==> src/rtl/pd_seq_pkg.sv <==
package pd_seq_pkg;

    localparam int CNT_W = 5;

    typedef logic [CNT_W-1:0] cnt_t;

    typedef struct packed {
        logic cs_n;
        logic ras_n;
        logic cas_n;
        logic we_n;
    } dram_cmd_t;

    localparam dram_cmd_t CMD_NOP = '{cs_n: 1'b0, ras_n: 1'b1, cas_n: 1'b1, we_n: 1'b1};
    localparam dram_cmd_t CMD_ACT = '{cs_n: 1'b0, ras_n: 1'b0, cas_n: 1'b1, we_n: 1'b1};
    localparam dram_cmd_t CMD_PRE = '{cs_n: 1'b0, ras_n: 1'b0, cas_n: 1'b1, we_n: 1'b0};
    localparam dram_cmd_t CMD_WRA = '{cs_n: 1'b0, ras_n: 1'b1, cas_n: 1'b0, we_n: 1'b0};

    typedef enum logic [1:0] {
        PWR_UP     = 2'd0,
        PWR_DN_ACT = 2'd1,
        PWR_DN_PRE = 2'd2
    } pwr_state_e;

    typedef enum logic [1:0] {
        PH_IDLE = 2'd0,
        PH_WRAP = 2'd1,
        PH_TRP  = 2'd2
    } ent_phase_e;

    // write latency + half burst + write recovery, clamped to the counter range
    function automatic cnt_t wrap_entry_delay(cnt_t rl, logic bl8, cnt_t wr);
        logic [CNT_W+1:0] sum;
        cnt_t             wl;
        wl  = (rl == '0) ? '0 : rl - 1'b1;
        sum = {2'b00, wl} + {2'b00, wr} + (bl8 ? (CNT_W+2)'(4) : (CNT_W+2)'(2));
        if (sum > {2'b00, {CNT_W{1'b1}}})
            return '1;
        return sum[CNT_W-1:0];
    endfunction

endpackage

==> src/rtl/pd_down_counter.sv <==
module pd_down_counter #(
    parameter int W = 5
) (
    input  logic         clk,
    input  logic         rst,
    input  logic         load,
    input  logic [W-1:0] load_val,
    output logic [W-1:0] count,
    output logic         busy
);

    always_ff @(posedge clk) begin
        if (rst)
            count <= '0;
        else if (load)
            count <= load_val;
        else if (count != '0)
            count <= count - 1'b1;
    end

    assign busy = (count != '0);


    cnt_step_chk: assert property (@(posedge clk) disable iff (rst)
        (!load && count != '0) |=> (count == $past(count) - 1'b1));


    cnt_hold_chk: assert property (@(posedge clk) disable iff (rst)
        (!load && count == '0) |=> (count == '0));

endmodule

==> src/rtl/pd_delay_select.sv <==
module pd_delay_select
    import pd_seq_pkg::*;
(
    input  cnt_t rd_lat,
    input  logic burst8,
    input  cnt_t wr_rec,
    input  cnt_t t_xp,
    input  cnt_t t_xard,
    input  cnt_t t_xards,
    input  logic slow_exit,
    input  logic from_active,
    output cnt_t wrap_ld,
    output cnt_t exit_ld
);

    assign wrap_ld = wrap_entry_delay(rd_lat, burst8, wr_rec);

    always_comb begin
        if (!from_active)
            exit_ld = t_xp;
        else if (slow_exit)
            exit_ld = t_xards;
        else
            exit_ld = t_xard;
    end

endmodule

==> src/rtl/pd_sequencer.sv <==
module pd_sequencer
    import pd_seq_pkg::*;
(
    input  logic       clk,
    input  logic       rst,
    input  logic       cmd_act,
    input  logic       cmd_pre,
    input  logic       cmd_wrap,
    input  logic       pd_req,
    input  logic       wake_req,
    input  logic [4:0] rd_lat,
    input  logic       burst8,
    input  logic [4:0] wr_rec,
    input  logic [4:0] t_rp,
    input  logic [4:0] t_xp,
    input  logic [4:0] t_xard,
    input  logic [4:0] t_xards,
    input  logic       slow_exit,
    output logic       cke,
    output logic [3:0] cmd_bus,
    output logic       ready
);

    pwr_state_e state_q;
    ent_phase_e phase_q;
    dram_cmd_t  cmd_q;
    logic       bank_q;
    logic       pend_q;

    cnt_t ent_cnt, exit_cnt, ent_ld_val, wrap_ld, exit_ld;
    logic ent_busy, exit_busy, ent_load, exit_load;

    logic acc_pre, acc_wrap, acc_act, enter_now, phase_end, grant_pend, in_pd;

    pd_delay_select u_sel (
        .rd_lat      (rd_lat),
        .burst8      (burst8),
        .wr_rec      (wr_rec),
        .t_xp        (t_xp),
        .t_xard      (t_xard),
        .t_xards     (t_xards),
        .slow_exit   (slow_exit),
        .from_active (state_q == PWR_DN_ACT),
        .wrap_ld     (wrap_ld),
        .exit_ld     (exit_ld)
    );

    pd_down_counter #(.W(CNT_W)) u_entry (
        .clk      (clk),
        .rst      (rst),
        .load     (ent_load),
        .load_val (ent_ld_val),
        .count    (ent_cnt),
        .busy     (ent_busy)
    );

    pd_down_counter #(.W(CNT_W)) u_exit (
        .clk      (clk),
        .rst      (rst),
        .load     (exit_load),
        .load_val (exit_ld),
        .count    (exit_cnt),
        .busy     (exit_busy)
    );

    assign in_pd = (state_q != PWR_UP);
    assign ready = !in_pd && (phase_q == PH_IDLE) && !ent_busy && !exit_busy;

    // request arbitration, fixed priority
    assign acc_pre   = ready && cmd_pre;
    assign acc_wrap  = ready && cmd_wrap && !cmd_pre;
    assign acc_act   = ready && cmd_act && !cmd_pre && !cmd_wrap;
    assign enter_now = ready && pd_req && !cmd_pre && !cmd_wrap && !cmd_act;

    assign phase_end  = (phase_q != PH_IDLE) && (ent_cnt <= cnt_t'(1));
    assign grant_pend = phase_end && (phase_q == PH_TRP) && (pend_q || pd_req) && !wake_req;

    always_comb begin
        ent_load   = 1'b0;
        ent_ld_val = t_rp;
        if (acc_pre) begin
            ent_load   = 1'b1;
            ent_ld_val = t_rp;
        end else if (acc_wrap) begin
            ent_load   = 1'b1;
            ent_ld_val = wrap_ld;
        end else if (phase_end && phase_q == PH_WRAP) begin
            ent_load   = 1'b1;
            ent_ld_val = t_rp;
        end
    end

    assign exit_load = in_pd && wake_req;

    always_ff @(posedge clk) begin
        if (rst) begin
            state_q <= PWR_UP;
            phase_q <= PH_IDLE;
            cmd_q   <= CMD_NOP;
            bank_q  <= 1'b0;
            pend_q  <= 1'b0;
        end else begin
            // command bus
            if (acc_pre)
                cmd_q <= CMD_PRE;
            else if (acc_wrap)
                cmd_q <= CMD_WRA;
            else if (acc_act)
                cmd_q <= CMD_ACT;
            else
                cmd_q <= CMD_NOP;

            // entry phase tracking
            if (acc_pre)
                phase_q <= PH_TRP;
            else if (acc_wrap)
                phase_q <= PH_WRAP;
            else if (phase_end)
                phase_q <= (phase_q == PH_WRAP) ? PH_TRP : PH_IDLE;

            // open-bank tracker
            if (acc_act)
                bank_q <= 1'b1;
            else if (acc_pre || (phase_end && phase_q == PH_WRAP))
                bank_q <= 1'b0;

            // held power-down request
            if (in_pd || wake_req || grant_pend)
                pend_q <= 1'b0;
            else if (pd_req && phase_q != PH_IDLE)
                pend_q <= 1'b1;

            // clock-enable state
            if (!in_pd) begin
                if (enter_now || grant_pend)
                    state_q <= bank_q ? PWR_DN_ACT : PWR_DN_PRE;
            end else if (wake_req) begin
                state_q <= PWR_UP;
            end
        end
    end

    assign cke     = !in_pd;
    assign cmd_bus = cmd_q;


    nop_while_low_chk: assert property (@(posedge clk) disable iff (rst)
        !cke |-> (cmd_bus == CMD_NOP));


    cmd_needs_ready_chk: assert property (@(posedge clk) disable iff (rst)
        (cmd_bus != CMD_NOP) |-> $past(ready));


    pend_in_window_chk: assert property (@(posedge clk) disable iff (rst)
        pend_q |-> (phase_q != PH_IDLE));


    cke_fall_chk: assert property (@(posedge clk) disable iff (rst)
        $fell(cke) |-> (ent_cnt == '0 && !exit_busy));


    stay_down_chk: assert property (@(posedge clk) disable iff (rst)
        (!cke && !wake_req) |=> !cke);


    ready_needs_cke_chk: assert property (@(posedge clk) disable iff (rst)
        $rose(ready) |-> (cke && !exit_busy));

endmodule

==> config.mk <==
export PLATFORM = sky130hd
export DESIGN_NAME = pd_sequencer
export DESIGN_NICKNAME = d
export VERILOG_FILES = /design/src/rtl/pd_seq_pkg.sv /design/src/rtl/pd_down_counter.sv /design/src/rtl/pd_delay_select.sv /design/src/rtl/pd_sequencer.sv
export SDC_FILE = /design/constraint.sdc
export NUM_CORES = 1
export LEC_CHECK = 0
export BUFFER_PORTS_ARGS = -buffer_cell sky130_fd_sc_hd__buf_4
export CORE_UTILIZATION = 54
export DETAILED_ROUTE_END_ITERATION = 10
export PLACE_DENSITY = 0.89
export SLEW_MARGIN = 20
export SYNTH_ARGS = -nofsm -noshare
export SYNTH_HDL_FRONTEND = slang
export SYNTH_HIERARCHICAL = 1
export SYNTH_SLANG_ARGS = --single-unit
export TNS_END_PERCENT = 100
==> constraint.sdc <==
create_clock -name clk -period 5.7 [get_ports clk]
set_clock_uncertainty 0.2 [all_clocks]
set_input_delay 0.57 -clock clk [delete_from_list [all_inputs] [get_ports clk]]
set_output_delay 0.57 -clock clk [all_outputs]
set_load 0.05 [all_outputs]
==> impl_metrics.env <==
export IMPL_status="complete, no violations"
export IMPL_io_pins=45
export IMPL_remaining_drc_errors=0
export IMPL_yosys_area_top_type="dfxtp_1"
export IMPL_post_route_util_pct=70.4
export IMPL_worstPathRequired_ns=5.70
export IMPL_post_place_cells=261
export IMPL_multi_input_area_um2=1060
export IMPL_grt_overflow_total=0
export IMPL_die_h_um=55.6
export IMPL_design_area_um2=1920
export IMPL_crit_chain="buf_4, inv_1, ha_1, nand2b_1, nor3_1, nor2_1, fa_1, ha_1, inv_1, fa_1, nor2b_2, and3_4, o21ai_1, mux2_2, nor2_1, a311oi_1"
export IMPL_worst_path_buf_inv=3
export IMPL_pre_cts_slack_ns=2.03
export IMPL_cts_tree="yes"
export IMPL_grt_pass1_vias=1334
export IMPL_first_pass_iters=4
export IMPL_final_max_slew_viol_count=0
export IMPL_cp_max_fo=4
export IMPL_syn_nets=242
export IMPL_cts_resized=0
export IMPL_grt_pass1_wl_um=5660
export IMPL_cts_max_path_buffers=2
export IMPL_max_freq_mhz=302
export IMPL_max_slew_margin_pct=62.4
export IMPL_yosys_warnings=6
export IMPL_dpl_instance_area_um2=1900
export IMPL_rows=19
export IMPL_track_usage_pct=22.6
export IMPL_antenna_found_initial=0
export IMPL_gp_congestion=0.828
export IMPL_seq_area_um2=380
export IMPL_nNetsFinal=287
export IMPL_antenna_left=0
export IMPL_hp_class="in2reg"
export IMPL_finalCritPeriodShare_pct=58.1
export IMPL_drt_total_wl_um=3310
export IMPL_ys_flop_type="dfxtp_1"
export IMPL_synth_area_per_cell_um2=8.17
export IMPL_clk_latency_ns=0.31
export IMPL_fillers=221
export IMPL_dieArea_um2=3090
export IMPL_synthTopCellsByArea="dfxtp_1, ha_1, inv_1"
export IMPL_ir_drop_v=0.000301
export IMPL_final_setup_tns_ns=0
export IMPL_dp_hpwl_um=2650
export IMPL_start_kind="primary input"
export IMPL_path_delay_family="adder cells"
export IMPL_avgViaCountPerCell=5.54
export IMPL_wl_per_cell_um=12.5
export IMPL_power_density_nw_per_um2=339
export IMPL_synth_edf_count=0
export IMPL_setup_viol=0
export IMPL_critPathCaptureType="flip-flop"
export IMPL_synth_cell_types=50
export IMPL_critPathKind="in2reg"
export IMPL_crit_arrival_ns=3.31
export IMPL_synthesis_area_um2=1550
export IMPL_setup_ws_ns=2.39
export IMPL_max_cap_violations=0
export IMPL_worst_slew_pin_slew_ns=0.563
export IMPL_async_flop_share_pct=0
export IMPL_syn_instance_count=190
export IMPL_grt_setup_unrepaired="false"
export IMPL_numPortBuffers=43
export IMPL_path_clk_slew_ns=0.11
export IMPL_initial_utilization_pct=56.8
export IMPL_diodes=0
export IMPL_fin_crit_ns=3.31
export IMPL_drive_gt1_share_pct=27.4
export IMPL_synth_seq_cells=19
export IMPL_cts_hold_fix_buffers=0
export IMPL_h_tree_depth=1
export IMPL_ys_seq_area_share_pct=24.5
export IMPL_coreArea_um2=2730
export IMPL_yosysTopAreaCellShare_pct=24.5
export IMPL_vias=1468
export IMPL_cts_setup_buffers=0
export IMPL_p_leak_nw=0.873
export IMPL_cts_sinks=19
export IMPL_fin_cells=265
export IMPL_die_w_um=55.6
export IMPL_cts_buffers=3
export IMPL_cts_root_buffer="clkbuf_4"
export IMPL_grt_max_degree=23
export IMPL_final_hold_viol_count=0
export IMPL_area_growth_pct=24.0
export IMPL_critPathMaxStageDelay_ns=0.49
export IMPL_drt_iter0_markers=60
export IMPL_slowest_stage="fa_1"
[area by class of cell]
cell class / count / area share, %
Clock buffer: 3 / 1.17
Sequential cell: 19 / 19.8
Clock inverter: 1 / 0.260
Multi-Input combinational cell: 143 / 55.1
Tap cell: 31 / 2.02
Timing Repair Buffer: 43 / 16.8
Inverter: 25 / 4.88
[worst paths after layout]
kind	end	cells past startpoint	start	slack (ns)
setup / recovery	u_entry/count[3]	16	rd_lat[0]	2.39
hold / removal	cmd_bus[0]	2	cmd_pre	0.29
setup reg to reg	u_entry/count[4]	10	u_exit/count[0]	3.11
hold reg to reg	state_q[0]	2	state_q[0]	0.31
[through the flow]
step                hold WS, ns  power [W]
floorplan                 0.259   0.000491
global placement          0.290   0.000571
detailed placement        0.288   0.000580
CTS                       0.281   0.000654
global route              0.286   0.000703
finish                    0.287   0.000652
[cell usage in the layout (no fill, tap or decap), types with 3 or more instances in the layout]
| cell type | count |
|---|---|
| a21oi_1 | 12 |
| buf_4 | 43 |
| mux2_2 | 5 |
| inv_1 | 25 |
| nand2_1 | 15 |
| nor2b_1 | 4 |
| nor3_1 | 4 |
| nor2_1 | 19 |
| nand2b_1 | 3 |
| mux2i_1 | 6 |
| o21ai_0 | 5 |
| fa_1 | 3 |
| o211ai_1 | 5 |
| xnor2_1 | 3 |
| clkbuf_4 | 3 |
| dfxtp_1 | 19 |
| o21ai_1 | 5 |
| ha_1 | 10 |
| nand4_1 | 4 |
[cells in the mapped netlist, types with 2 or more instances]
cell type	n
inv_1	25
dfxtp_1	19
nor2_1	19
nand2_1	15
a21oi_1	12
ha_1	10
mux2i_1	6
mux2_2	5
o211ai_1	5
o21ai_0	5
o21ai_1	5
nand4_1	4
nor2b_1	4
nor3_1	4
fa_1	3
nand2b_1	3
xnor2_1	3
a311oi_1	2
nand3_1	2
nor4_1	2
nor4b_4	2
o21a_1	2
o221ai_1	2
o311ai_0	2
or3_1	2
or4_1	2
or4_4	2
[state kept, by name (all words and copies together) (netlist names)]
register       count
u_entry/count      5
u_exit/count       5
cmd_bus            3
phase_q            2
state_q            2
bank_q             1
pend_q             1
[where the power goes]
group | switching [W] | total, W | internal, W
Sequential | 0.0000369 | 0.000204 | 0.000167
Combinational | 0.000201 | 0.000377 | 0.000176
Clock | 0.0000441 | 0.0000704 | 0.0000262
[cell families after synthesis]
group	after synthesis	synth area share, %
AND/OR/NAND/NOR	74	29.8
multiplexers	11	7.50
XOR/XNOR	3	1.69
buffers and inverters	28	7.10
flip-flops	19	24.5
adder cells (fa/ha/maj)	13	11.9
AO/OA/AOI/OAI	41	17.2
other	1	0.242
[per-layer routing]
layer / vias to the layer above / routed length (µm) / global-route usage, %
met3: 5 / 201 / 6.28
met2: 38 / 1580 / 38.2
li1: 761 / - / -
met5: - / 0 / 0
met1: 664 / 1490 / 27.7
met4: 0 / 40 / 7.50
[worst reg2reg max path, cell delays in order, from the launching register on]
cell and delay [ns]:
dfxtp_1 0.34, inv_1 0.09, ha_1 0.22, nor4b_4 0.36, inv_1 0.16, nor3_4 0.34
o21ai_0 0.15, nand2_1 0.21, inv_1 0.15, o311ai_0 0.15, a21oi_1 0.11
Power figures use the tool's default switching activity.
